**config.mk**
```make
export PLATFORM = sky130hd
export DESIGN_NAME = pbus_host_seq
export DESIGN_NICKNAME = d
export VERILOG_FILES = /design/src/rtl/pbus_pkg.sv /design/src/rtl/pbus_wait_calc.sv /design/src/rtl/pbus_phase_timer.sv /design/src/rtl/pbus_addr_step.sv /design/src/rtl/pbus_host_seq.sv
export SDC_FILE = /design/constraint.sdc
export NUM_CORES = 1
export LEC_CHECK = 0
export CAP_MARGIN = 10
export CORE_UTILIZATION = 35
export CTS_BUF_LIST = sky130_fd_sc_hd__clkbuf_16
export DETAILED_ROUTE_END_ITERATION = 10
export PLACE_DENSITY_LB_ADDON = 0.15
export SETUP_SLACK_MARGIN = 0.4
export SKIP_LAST_GASP = 1
export SYNTH_ARGS = -nofsm -noshare
export SYNTH_HDL_FRONTEND = slang
export SYNTH_SLANG_ARGS = --single-unit
export TNS_END_PERCENT = 10
```
**constraint.sdc**
```tcl
create_clock -name clk -period 2.7 [get_ports clk]
set_input_delay 0.81 -clock clk [delete_from_list [all_inputs] [get_ports clk]]
set_output_delay 0.81 -clock clk [all_outputs]
set_load 0.02 [all_outputs]
```
**src/rtl/pbus_pkg.sv**
```systemverilog
package pbus_pkg;

    typedef enum logic [1:0] {
        ST_IDLE,
        ST_SETUP,
        ST_STROBE,
        ST_HOLD
    } pbus_state_t;

    // Phase lengths in clock cycles
    typedef struct packed {
        logic [2:0] setup_len;   // 1..4
        logic [4:0] strobe_len;  // 1..16
        logic [2:0] hold_len;    // 0..4
    } pbus_timing_t;

    localparam logic [1:0] STEP_INC = 2'b01;
    localparam logic [1:0] STEP_DEC = 2'b10;
    localparam logic [1:0] IRQ_END  = 2'b01;

endpackage

```
**src/rtl/pbus_wait_calc.sv**
```systemverilog
module pbus_wait_calc
    import pbus_pkg::*;
(
    input  logic [1:0]   setup_code,
    input  logic [3:0]   strobe_code,
    input  logic [1:0]   hold_code,
    input  logic         is_write,
    output pbus_timing_t timing
);

    logic zero_strobe;

    always_comb begin
        zero_strobe       = (strobe_code == 4'd0);
        timing.strobe_len = 5'(strobe_code) + 5'd1;
        if (zero_strobe) begin
            timing.setup_len = 3'd1;
            timing.hold_len  = is_write ? 3'd1 : 3'd0;
        end else begin
            timing.setup_len = 3'(setup_code) + 3'd1;
            timing.hold_len  = is_write ? (3'(hold_code) + 3'd1) : 3'(hold_code);
        end
    end

endmodule

```
**src/rtl/pbus_phase_timer.sv**
```systemverilog
module pbus_phase_timer #(
    parameter int CNT_W = 5
) (
    input  logic             clk,
    input  logic             rst_n,
    input  logic             load,
    input  logic [CNT_W-1:0] load_val,
    output logic             last
);

    logic [CNT_W-1:0] cnt_q;

    always_ff @(posedge clk or negedge rst_n) begin
        if (!rst_n) begin
            cnt_q <= '0;
        end else if (load) begin
            cnt_q <= load_val;
        end else if (cnt_q != '0) begin
            cnt_q <= cnt_q - 1'b1;
        end
    end

    assign last = (cnt_q == '0);

endmodule

```
**src/rtl/pbus_addr_step.sv**
```systemverilog
module pbus_addr_step
    import pbus_pkg::*;
#(
    parameter int ADDR_W  = 16,
    parameter int CS_BITS = 2
) (
    input  logic              clk,
    input  logic              rst_n,
    input  logic              load,
    input  logic [ADDR_W-1:0] load_val,
    input  logic              step_en,
    input  logic [1:0]        step_mode,
    input  logic              keep_top,
    output logic [ADDR_W-1:0] addr
);

    localparam int LOW_W = ADDR_W - CS_BITS;

    logic [ADDR_W-1:0] addr_q;
    logic [ADDR_W-1:0] stepped;
    logic [ADDR_W-1:0] next_addr;

    always_comb begin
        unique case (step_mode)
            STEP_INC: stepped = addr_q + 1'b1;
            STEP_DEC: stepped = addr_q - 1'b1;
            default:  stepped = addr_q;
        endcase
        next_addr = keep_top ? {addr_q[ADDR_W-1:LOW_W], stepped[LOW_W-1:0]} : stepped;
    end

    always_ff @(posedge clk or negedge rst_n) begin
        if (!rst_n) begin
            addr_q <= '0;
        end else if (load) begin
            addr_q <= load_val;
        end else if (step_en) begin
            addr_q <= next_addr;
        end
    end

    assign addr = addr_q;

endmodule

```
**src/rtl/pbus_host_seq.sv**
```systemverilog
module pbus_host_seq
    import pbus_pkg::*;
#(
    parameter int ADDR_W  = 16,
    parameter int DATA_W  = 16,
    parameter int CS_BITS = 2
) (
    input  logic              clk,
    input  logic              rst_n,
    input  logic              cfg_wide,
    input  logic [1:0]        cfg_setup,
    input  logic [3:0]        cfg_strobe,
    input  logic [1:0]        cfg_hold,
    input  logic [1:0]        cfg_step,
    input  logic [1:0]        cfg_irq_mode,
    input  logic              cfg_cs_hi,
    input  logic              addr_ld,
    input  logic [ADDR_W-1:0] addr_ld_val,
    input  logic              req,
    input  logic              req_write,
    input  logic [DATA_W-1:0] wdata,
    input  logic [DATA_W-1:0] bus_din,
    output logic              busy,
    output logic              irq,
    output logic              bus_cs,
    output logic              bus_rd,
    output logic              bus_wr,
    output logic [ADDR_W-1:0] bus_addr,
    output logic [DATA_W-1:0] bus_dout,
    output logic              bus_doe,
    output logic [DATA_W-1:0] rdata
);

    localparam int HALF_W = DATA_W / 2;
    localparam int CNT_W  = 5;

    pbus_state_t  state_q, state_d;
    pbus_timing_t tim_in, tim_q;

    logic             tmr_load;
    logic [CNT_W-1:0] tmr_val;
    logic             tmr_last;
    logic             accept;
    logic             done;

    logic              dir_wr_q;
    logic              wide_q;
    logic [1:0]        step_q;
    logic [1:0]        irqm_q;
    logic              cshi_q;
    logic [DATA_W-1:0] wdata_q;
    logic [DATA_W-1:0] rdata_q;
    logic              irq_q;

    pbus_wait_calc u_wait (
        .setup_code  (cfg_setup),
        .strobe_code (cfg_strobe),
        .hold_code   (cfg_hold),
        .is_write    (req_write),
        .timing      (tim_in)
    );

    pbus_phase_timer #(.CNT_W(CNT_W)) u_timer (
        .clk      (clk),
        .rst_n    (rst_n),
        .load     (tmr_load),
        .load_val (tmr_val),
        .last     (tmr_last)
    );

    pbus_addr_step #(.ADDR_W(ADDR_W), .CS_BITS(CS_BITS)) u_addr (
        .clk       (clk),
        .rst_n     (rst_n),
        .load      (addr_ld && (state_q == ST_IDLE)),
        .load_val  (addr_ld_val),
        .step_en   (done),
        .step_mode (step_q),
        .keep_top  (cshi_q),
        .addr      (bus_addr)
    );

    // State register
    always_ff @(posedge clk or negedge rst_n) begin
        if (!rst_n) begin
            state_q <= ST_IDLE;
        end else begin
            state_q <= state_d;
        end
    end

    // Next state and phase timer control
    always_comb begin
        state_d  = state_q;
        tmr_load = 1'b0;
        tmr_val  = '0;
        accept   = 1'b0;
        done     = 1'b0;
        unique case (state_q)
            ST_IDLE: begin
                if (req) begin
                    accept   = 1'b1;
                    state_d  = ST_SETUP;
                    tmr_load = 1'b1;
                    tmr_val  = CNT_W'(tim_in.setup_len) - 1'b1;
                end
            end
            ST_SETUP: begin
                if (tmr_last) begin
                    state_d  = ST_STROBE;
                    tmr_load = 1'b1;
                    tmr_val  = tim_q.strobe_len - 1'b1;
                end
            end
            ST_STROBE: begin
                if (tmr_last) begin
                    if (tim_q.hold_len == 3'd0) begin
                        state_d = ST_IDLE;
                        done    = 1'b1;
                    end else begin
                        state_d  = ST_HOLD;
                        tmr_load = 1'b1;
                        tmr_val  = CNT_W'(tim_q.hold_len) - 1'b1;
                    end
                end
            end
            ST_HOLD: begin
                if (tmr_last) begin
                    state_d = ST_IDLE;
                    done    = 1'b1;
                end
            end
            default: state_d = ST_IDLE;
        endcase
    end

    // Transfer context, read capture and interrupt
    always_ff @(posedge clk or negedge rst_n) begin
        if (!rst_n) begin
            tim_q    <= '0;
            dir_wr_q <= 1'b0;
            wide_q   <= 1'b0;
            step_q   <= '0;
            irqm_q   <= '0;
            cshi_q   <= 1'b0;
            wdata_q  <= '0;
            rdata_q  <= '0;
            irq_q    <= 1'b0;
        end else begin
            if (accept) begin
                tim_q    <= tim_in;
                dir_wr_q <= req_write;
                wide_q   <= cfg_wide;
                step_q   <= cfg_step;
                irqm_q   <= cfg_irq_mode;
                cshi_q   <= cfg_cs_hi;
                wdata_q  <= cfg_wide ? wdata : {{HALF_W{1'b0}}, wdata[HALF_W-1:0]};
            end
            if ((state_q == ST_STROBE) && tmr_last && !dir_wr_q) begin
                rdata_q <= wide_q ? bus_din : {{HALF_W{1'b0}}, bus_din[HALF_W-1:0]};
            end
            irq_q <= done && (irqm_q == IRQ_END);
        end
    end

    // Outputs
    always_comb begin
        busy     = (state_q != ST_IDLE);
        bus_cs   = busy;
        bus_rd   = (state_q == ST_STROBE) && !dir_wr_q;
        bus_wr   = (state_q == ST_STROBE) && dir_wr_q;
        bus_doe  = busy && dir_wr_q;
        bus_dout = bus_doe ? wdata_q : '0;
        rdata    = rdata_q;
        irq      = irq_q;
    end

endmodule

```
Word-level counts from Yosys, hierarchy flattened. Cells that the tools add are included.

Add/sub/neg operators: 9. $mul: 0. Div/mod/pow operators: 0. Magnitude comparators: 0. Equality and inequality tests: 11. Shifts and indexed selects: 0. Muxes and demuxes: 33. Bitwise logic cells: 0. Reduce and logical (&&, ||, !) cells: 19.

Operators by type and width (count): $mux 16 (6); $pmux 16 s2 (1); $mux 5 (6); $add 16x1->16 const B (1); $sub 16x1->16 const B (1); $pmux 5 s3 (1); $mux 2 (5); $sub 5x1->5 const B (2); $mux 3 (3); $mux 1 (8); $ne 2x2->1 const B (4); $pmux 2 s4 (1); $sub 3x1->4 const B (2); $logic_and 1x1->1 (7); $add 2x1->3 const B (2); $eq 2x1->1 const B (3); $eq 2x2->1 const B (3); $reduce_bool 2->1 (3); $add 4x1->5 const B (1); $logic_not 5->1 (1); $reduce_bool 5->1 (1); $logic_not 4->1 (1); $reduce_and 4->1 (1); $logic_not 3->1 (1); 7 further kinds (7).

Register bits: 71. Bits in latches: 0. Bits in writable memories: 0. ROM bits: 0. Memories kept: 0.

Logic depth before layout (Yosys ltp).
Depth after elaboration: 6. Mapped depth: 15. Gate-level depth less buffers: 12.

By module. From an unflattened synthesis, not the netlist that was laid out.

Cell total of the unflattened synthesis: 426. Area, all modules: 4124.0 um^2.

By module, submodules not included: pbus_host_seq (times used 1, cells an instance 203, area each 2274.7 um^2, seq. area each 1251.2 um^2); pbus_addr_step (times used 1, cells an instance 174, area each 1393.8 um^2, seq. area each 400.4 um^2); pbus_phase_timer (times used 1, cells an instance 27, area each 279.0 um^2, seq. area each 125.1 um^2); pbus_wait_calc (times used 1, cells an instance 22, area each 176.4 um^2, seq. area each 0.0 um^2).

Least setup slack after synthesis. Ideal clock, no wire load.

Path kind: register -> register. Start point: reg step_q[0]. End point: reg u_addr.addr_q[14], in the netlist u_addr.addr[14]. Library setup time: 0.137 ns. Data arrival time: 2.825 ns. Slack: -0.262 ns. Stages on the path, launching flop included: 16. Path through: dfrtp_1 inv_1 ha_1 buf_6 buf_6 buf_2 xor2_1 ha_1 and3b_2 o21ai_0 nand2_1 a221o_1 a21o_1 a211oi_2 xnor2_1 a21oi_1.

Cells in the longest elaborated chain, start to end: 5. Elaborated cells on any way between the ends: 8.

Ends and longest elaborated chain: start, declared (line pbus_host_seq.sv:48) `logic [1:0] step_q;`; start signal, assigned (line pbus_host_seq.sv:153) `step_q <= cfg_step;`; $eq 2x2->1 / $eq 2x1->1 (equally long branches) (line pbus_addr_step.sv:24) `unique case (step_mode)`; $pmux 16 s2 (line pbus_addr_step.sv:24); $mux 16 (line pbus_addr_step.sv:29) `next_addr = keep_top ? {addr_q[ADDR_W-1:LOW_W], stepped[LOW_W-1:0]} : stepped;`; $mux 16 (line pbus_addr_step.sv:37) `end else if (step_en) begin`; $mux 16 (line pbus_addr_step.sv:35) `end else if (load) begin`; end signal, assigned (line pbus_addr_step.sv:36) `addr_q <= load_val;`; end signal, assigned (line pbus_addr_step.sv:38) `addr_q <= next_addr;`; end, declared (line pbus_addr_step.sv:19) `logic [ADDR_W-1:0] addr_q;`.

Several ways; a longest one is shown, not always the timed one. The select of a mux whose other input is x is not followed. A chain may end at the register's enable or synchronous reset.

Final worst setup path.
Start point: reg u_addr.addr_q[5], in the netlist u_addr.addr[5]. End point: out bus_addr[5].

RTL lines: end, declared (line pbus_host_seq.sv:28) `output logic [ADDR_W-1:0] bus_addr,`.

No word-level cell between the ends.

==> metrics.md <==
| Metric | Value |
|---|---|
| Outcome | `completed` |
| DR vias | `roughly 3900` |
| Non-Filler Instances | `approximately 780` |
| Detailed-router iteration count before antenna repair | `6` |
| Filler cells | `1204` |
| Critical path cell sequence | `clkdlybuf4s50_1` |
| Sink Count | `just over 70` |
| CTS H-tree depth | `3` |
| Count leader, synth | `dfrtp_1` |
| Core box area | `between 0.01 and 0.015 mm2` |
| CP arrival | `roughly 1.7 ns` |
| Die Ht | `roughly 110 um` |
| Final worst slack | `about 0.18 ns` |
| Worst-Skew Late Latency | `between 0.3 and 0.4 ns` |
| Post-Synthesis Cells | `~480` |
| Synthesized net count | `approximately 560` |
| HP Class | `reg2reg` |
| Logic pwr share | `7.0%` |
| Synth area leaders | `dfrtp_1 (40%), mux2_2 (6.4%), nand2_1 (5.0%)` |
| Reg power frac | `about 43%` |
| Register bit total from synthesis | `71` |
| WL final | `between 10000 and 15000 um` |
| CP max stage cell | `clkdlybuf4s50_1` |
| NetSw | `~0.00057 W` |
| Worst path bufs/invs | `1` |
| Vias per std cell | `about 5` |
| Final HPWL from detailed placement | `approximately 8400 um` |
| Netlist Area Pre-Place | `around 0.0044 mm2` |
| Largest net degree at the start of global routing | `between 70 and 80` |
| Switch share | `a little under a quarter` |
| CP peak stage delay | `0.70 ns` |
| Slew Limit Fails | `0` |
| Fin Hold WS | `approximately 0.43 ns` |
| Avg Inst Size Synth | `about 9 um2` |
| Vias in the first global route | `between 3000 and 4000` |
| Seq/Total Area, Yosys | `approximately 40%` |
| Tcrit/Tclk final | `93.3%` |
| Share of layout cells above drive strength 1 | `between 15 and 20%` |
| Delay-heaviest family, CP | `buffers and inverters` |
| Die Area | `approximately 0.013 mm2` |
| Peak VDD IR | `around 0.26 mV` |
| Synth area leader | `dfrtp_1` |
| Slew headroom | `57.8%` |
| Routability cong. | `just under 0.9` |
| PwrDens | `between 400 and 500 mW/mm2` |
| MaxCap Viol Count | `0` |
| Synth cell types | `63` |
| CTS tree | `built` |
| Crit path max fanout | `13` |
| Global-route wire length before repair | `approximately 19000 um` |
| DRT antenna net count | `0` |
| Pre-CTS WS | `approximately 0.16 ns` |
| RSZ-0062 raised after global routing | `yes` |
| Routed WL per cell | `15.0 um` |
| Clock buffer count from CTS | `9` |
| Worst EP required | `around 1.9 ns` |
| Drt drc | `0` |
| Ports | `roughly 120` |
| Max clock buf depth | `2` |
| Placed cell count | `roughly 760` |
| Count of hold-fix buffers inserted at cts | `0` |
| Worst Setup Start Kind | `flop` |
| Ys async rst share | `between 90% and 100%` |
| Share of total power in the clock network | `between 40% and 50%` |
| CTS clk-pin slew, worst paths | `0.07 ns` |
| Global route overflow | `0` |
| Slew @ Worst Pin | `0.631 ns` |
| CTS Root Cell | `clkbuf_16` |
| Top post-synthesis cells by count | `dfrtp_1 (71), nand2_1 (59), nor2_1 (41), o21ai_0 (40), mux2_2 (25)` |
| Crit path time final | `between 2 and 3 ns` |
| Final setup viols | `0` |
| Hold Vio Cnt, Final | `0` |
| CP startpoint | `u_addr.addr[5]$_DFFE_PN0P_` |
| Diodes inserted | `0` |
| Die Wd | `about 110 um` |
| Overall routing resource usage | `roughly 18%` |
| Prevailing post-synth register cell | `dfrtp_1` |
| Max Clk Rate | `just under 0.4 GHz` |
| Worst r2r src | `step_q[1]$_DFFE_PN0P_` |
| Antenna violations before repair | `1` |
| Clock Skew | `0.00870 ns` |
| Setup CP Type | `reg2out` |
| Initial core utilization | `around 36%` |
| Area Growth Syn to Fin | `40.7%` |
| Hold_sp | `irqm_q[1]$_DFFE_PN0P_` |
| CP Capture Type | `output port` |
| First DRT Iteration DRCs | `about 180` |
| IO buf count | `120` |
| Leakage Power | `roughly 2.7 nW` |
| Synth warn | `0` |
| FP Rows | `40` |
| Top cell type's share of synthesized area | `approximately two fifths` |
| Post-synth EDFFs | `0` |
| P_int | `0.00191 W` |
| Total power | `0.00248 W` |
| Final net count | `around 680` |
[per-stage QoR]
| step | util (%) | cell area, um2 | TNS (ns) |
|---|---|---|---|
| detailed placement | 47.8 | 5790 | 0 |
| CTS | 50.2 | 6080 | 0 |
| finish | 51.0 | 6180 | 0 |
| global route | 51.0 | 6180 | 0 |
| floorplan | - | 4420 | -0.0134 |
| global placement | 47.8 | 5790 | 0 |
[cell usage in the layout (no fill, tap or decap), types with 4 or more instances in the layout]
| cell type | synthesis | final |
|---|---|---|
| nand2_1 | 59 | 58 |
| or2_2 | 4 | 4 |
| dfrtp_1 | 71 | 71 |
| clkbuf_16 | 0 | 9 |
| nand3_1 | 11 | 11 |
| xnor2_1 | 23 | 23 |
| buf_4 | 4 | 18 |
| clkdlybuf4s50_1 | 0 | 100 |
| o21ai_0 | 40 | 38 |
| a21oi_1 | 24 | 23 |
| or3_1 | 4 | 4 |
| o21a_1 | 5 | 5 |
| nor2_1 | 41 | 41 |
| nor2b_1 | 7 | 6 |
| o21ai_1 | 4 | 4 |
| o31a_1 | 4 | 4 |
| nor3_1 | 7 | 7 |
| ha_1 | 10 | 8 |
| mux2_2 | 25 | 25 |
| dlygate4sd2_1 | 0 | 16 |
| a31oi_1 | 5 | 5 |
| and2_1 | 19 | 19 |
| xor2_1 | 7 | 7 |
| inv_1 | 14 | 13 |
| o221ai_1 | 5 | 5 |
| nor3b_1 | 5 | 4 |
[final timing paths]
check | slack, ns | cells after the start | endpoint
min in group asynchronous | 0.48 | 2 | wdata_q[15]$_DFFE_PN0P_
max reg2reg | 0.19 | 10 | u_addr.addr[15]$_DFFE_PN0P_
min | 0.43 | 1 | irq$_DFF_PN0_
max in group asynchronous | 1.89 | 2 | u_addr.addr[9]$_DFFE_PN0P_
max | 0.18 | 1 | bus_addr[5]
min reg2reg | 0.43 | 1 | irq$_DFF_PN0_
[final cells by class]
cell class,instances,area (um2),share of cell area (%)
multi-input combinational,365,2480,40.1
sequential,71,1780,28.7
timing repair buffer,141,1360,22.0
clock buffer,9,225,3.64
tap,168,210,3.40
clock inverter,7,77.6,1.25
inverter,14,52.6,0.850
[power groups by stage]
stage,Clock (W),Combinational [W],Sequential (W)
floorplan,0,0.0000247,0.00110
global placement,0,0.000174,0.00109
detailed placement,0,0.000176,0.00109
CTS,0.00126,0.000176,0.00107
global route,0.00130,0.000188,0.00107
finish,0.00123,0.000172,0.00107
[state kept, by name, indices dropped and copies added (netlist names)]
signal / flops
rdata: 16
u_addr.addr: 16
wdata_q: 16
tim_q: 8
u_timer.cnt_q: 5
irqm_q: 2
state_q: 2
step_q: 2
cshi_q: 1
dir_wr_q: 1
irq: 1
wide_q: 1
[worst register-to-register path, stage by stage, from the launching register on]
cell	delay, ns
dfrtp_1	0.41
ha_4	0.21
buf_6	0.13
nand3b_1	0.17
or2_4	0.29
a311oi_4	0.36
o21ai_2	0.09
mux2_4	0.32
nor3_4	0.19
xnor2_1	0.13
a21oi_1	0.08
[layer usage]
metal	vias to the layer above	global-route usage [%]	part of all wire, %
li1	1920	-	-
met4	0	7.62	1.8
met2	126	30.5	48
met3	16	6.16	7.9
met5	-	0	0
met1	1850	21.8	43
[repair_timing]
item | CTS | global route
pin swaps | 0 | 15
gates resized for setup | 23 | 22
buffers inserted | 0 | 2
endpoints found under the setup margin | 42 | 51
[cell families after synthesis]
| group | synth area share (%) |
|---|---|
| compound gates | 16.9 |
| xor+xnor | 5.98 |
| fa+ha+maj | 2.85 |
| buf+inv | 5.33 |
| flops | 40.4 |
| mux | 7.35 |
| simple gates | 21.2 |
Note: power is estimated with default switching activity, not from simulation.
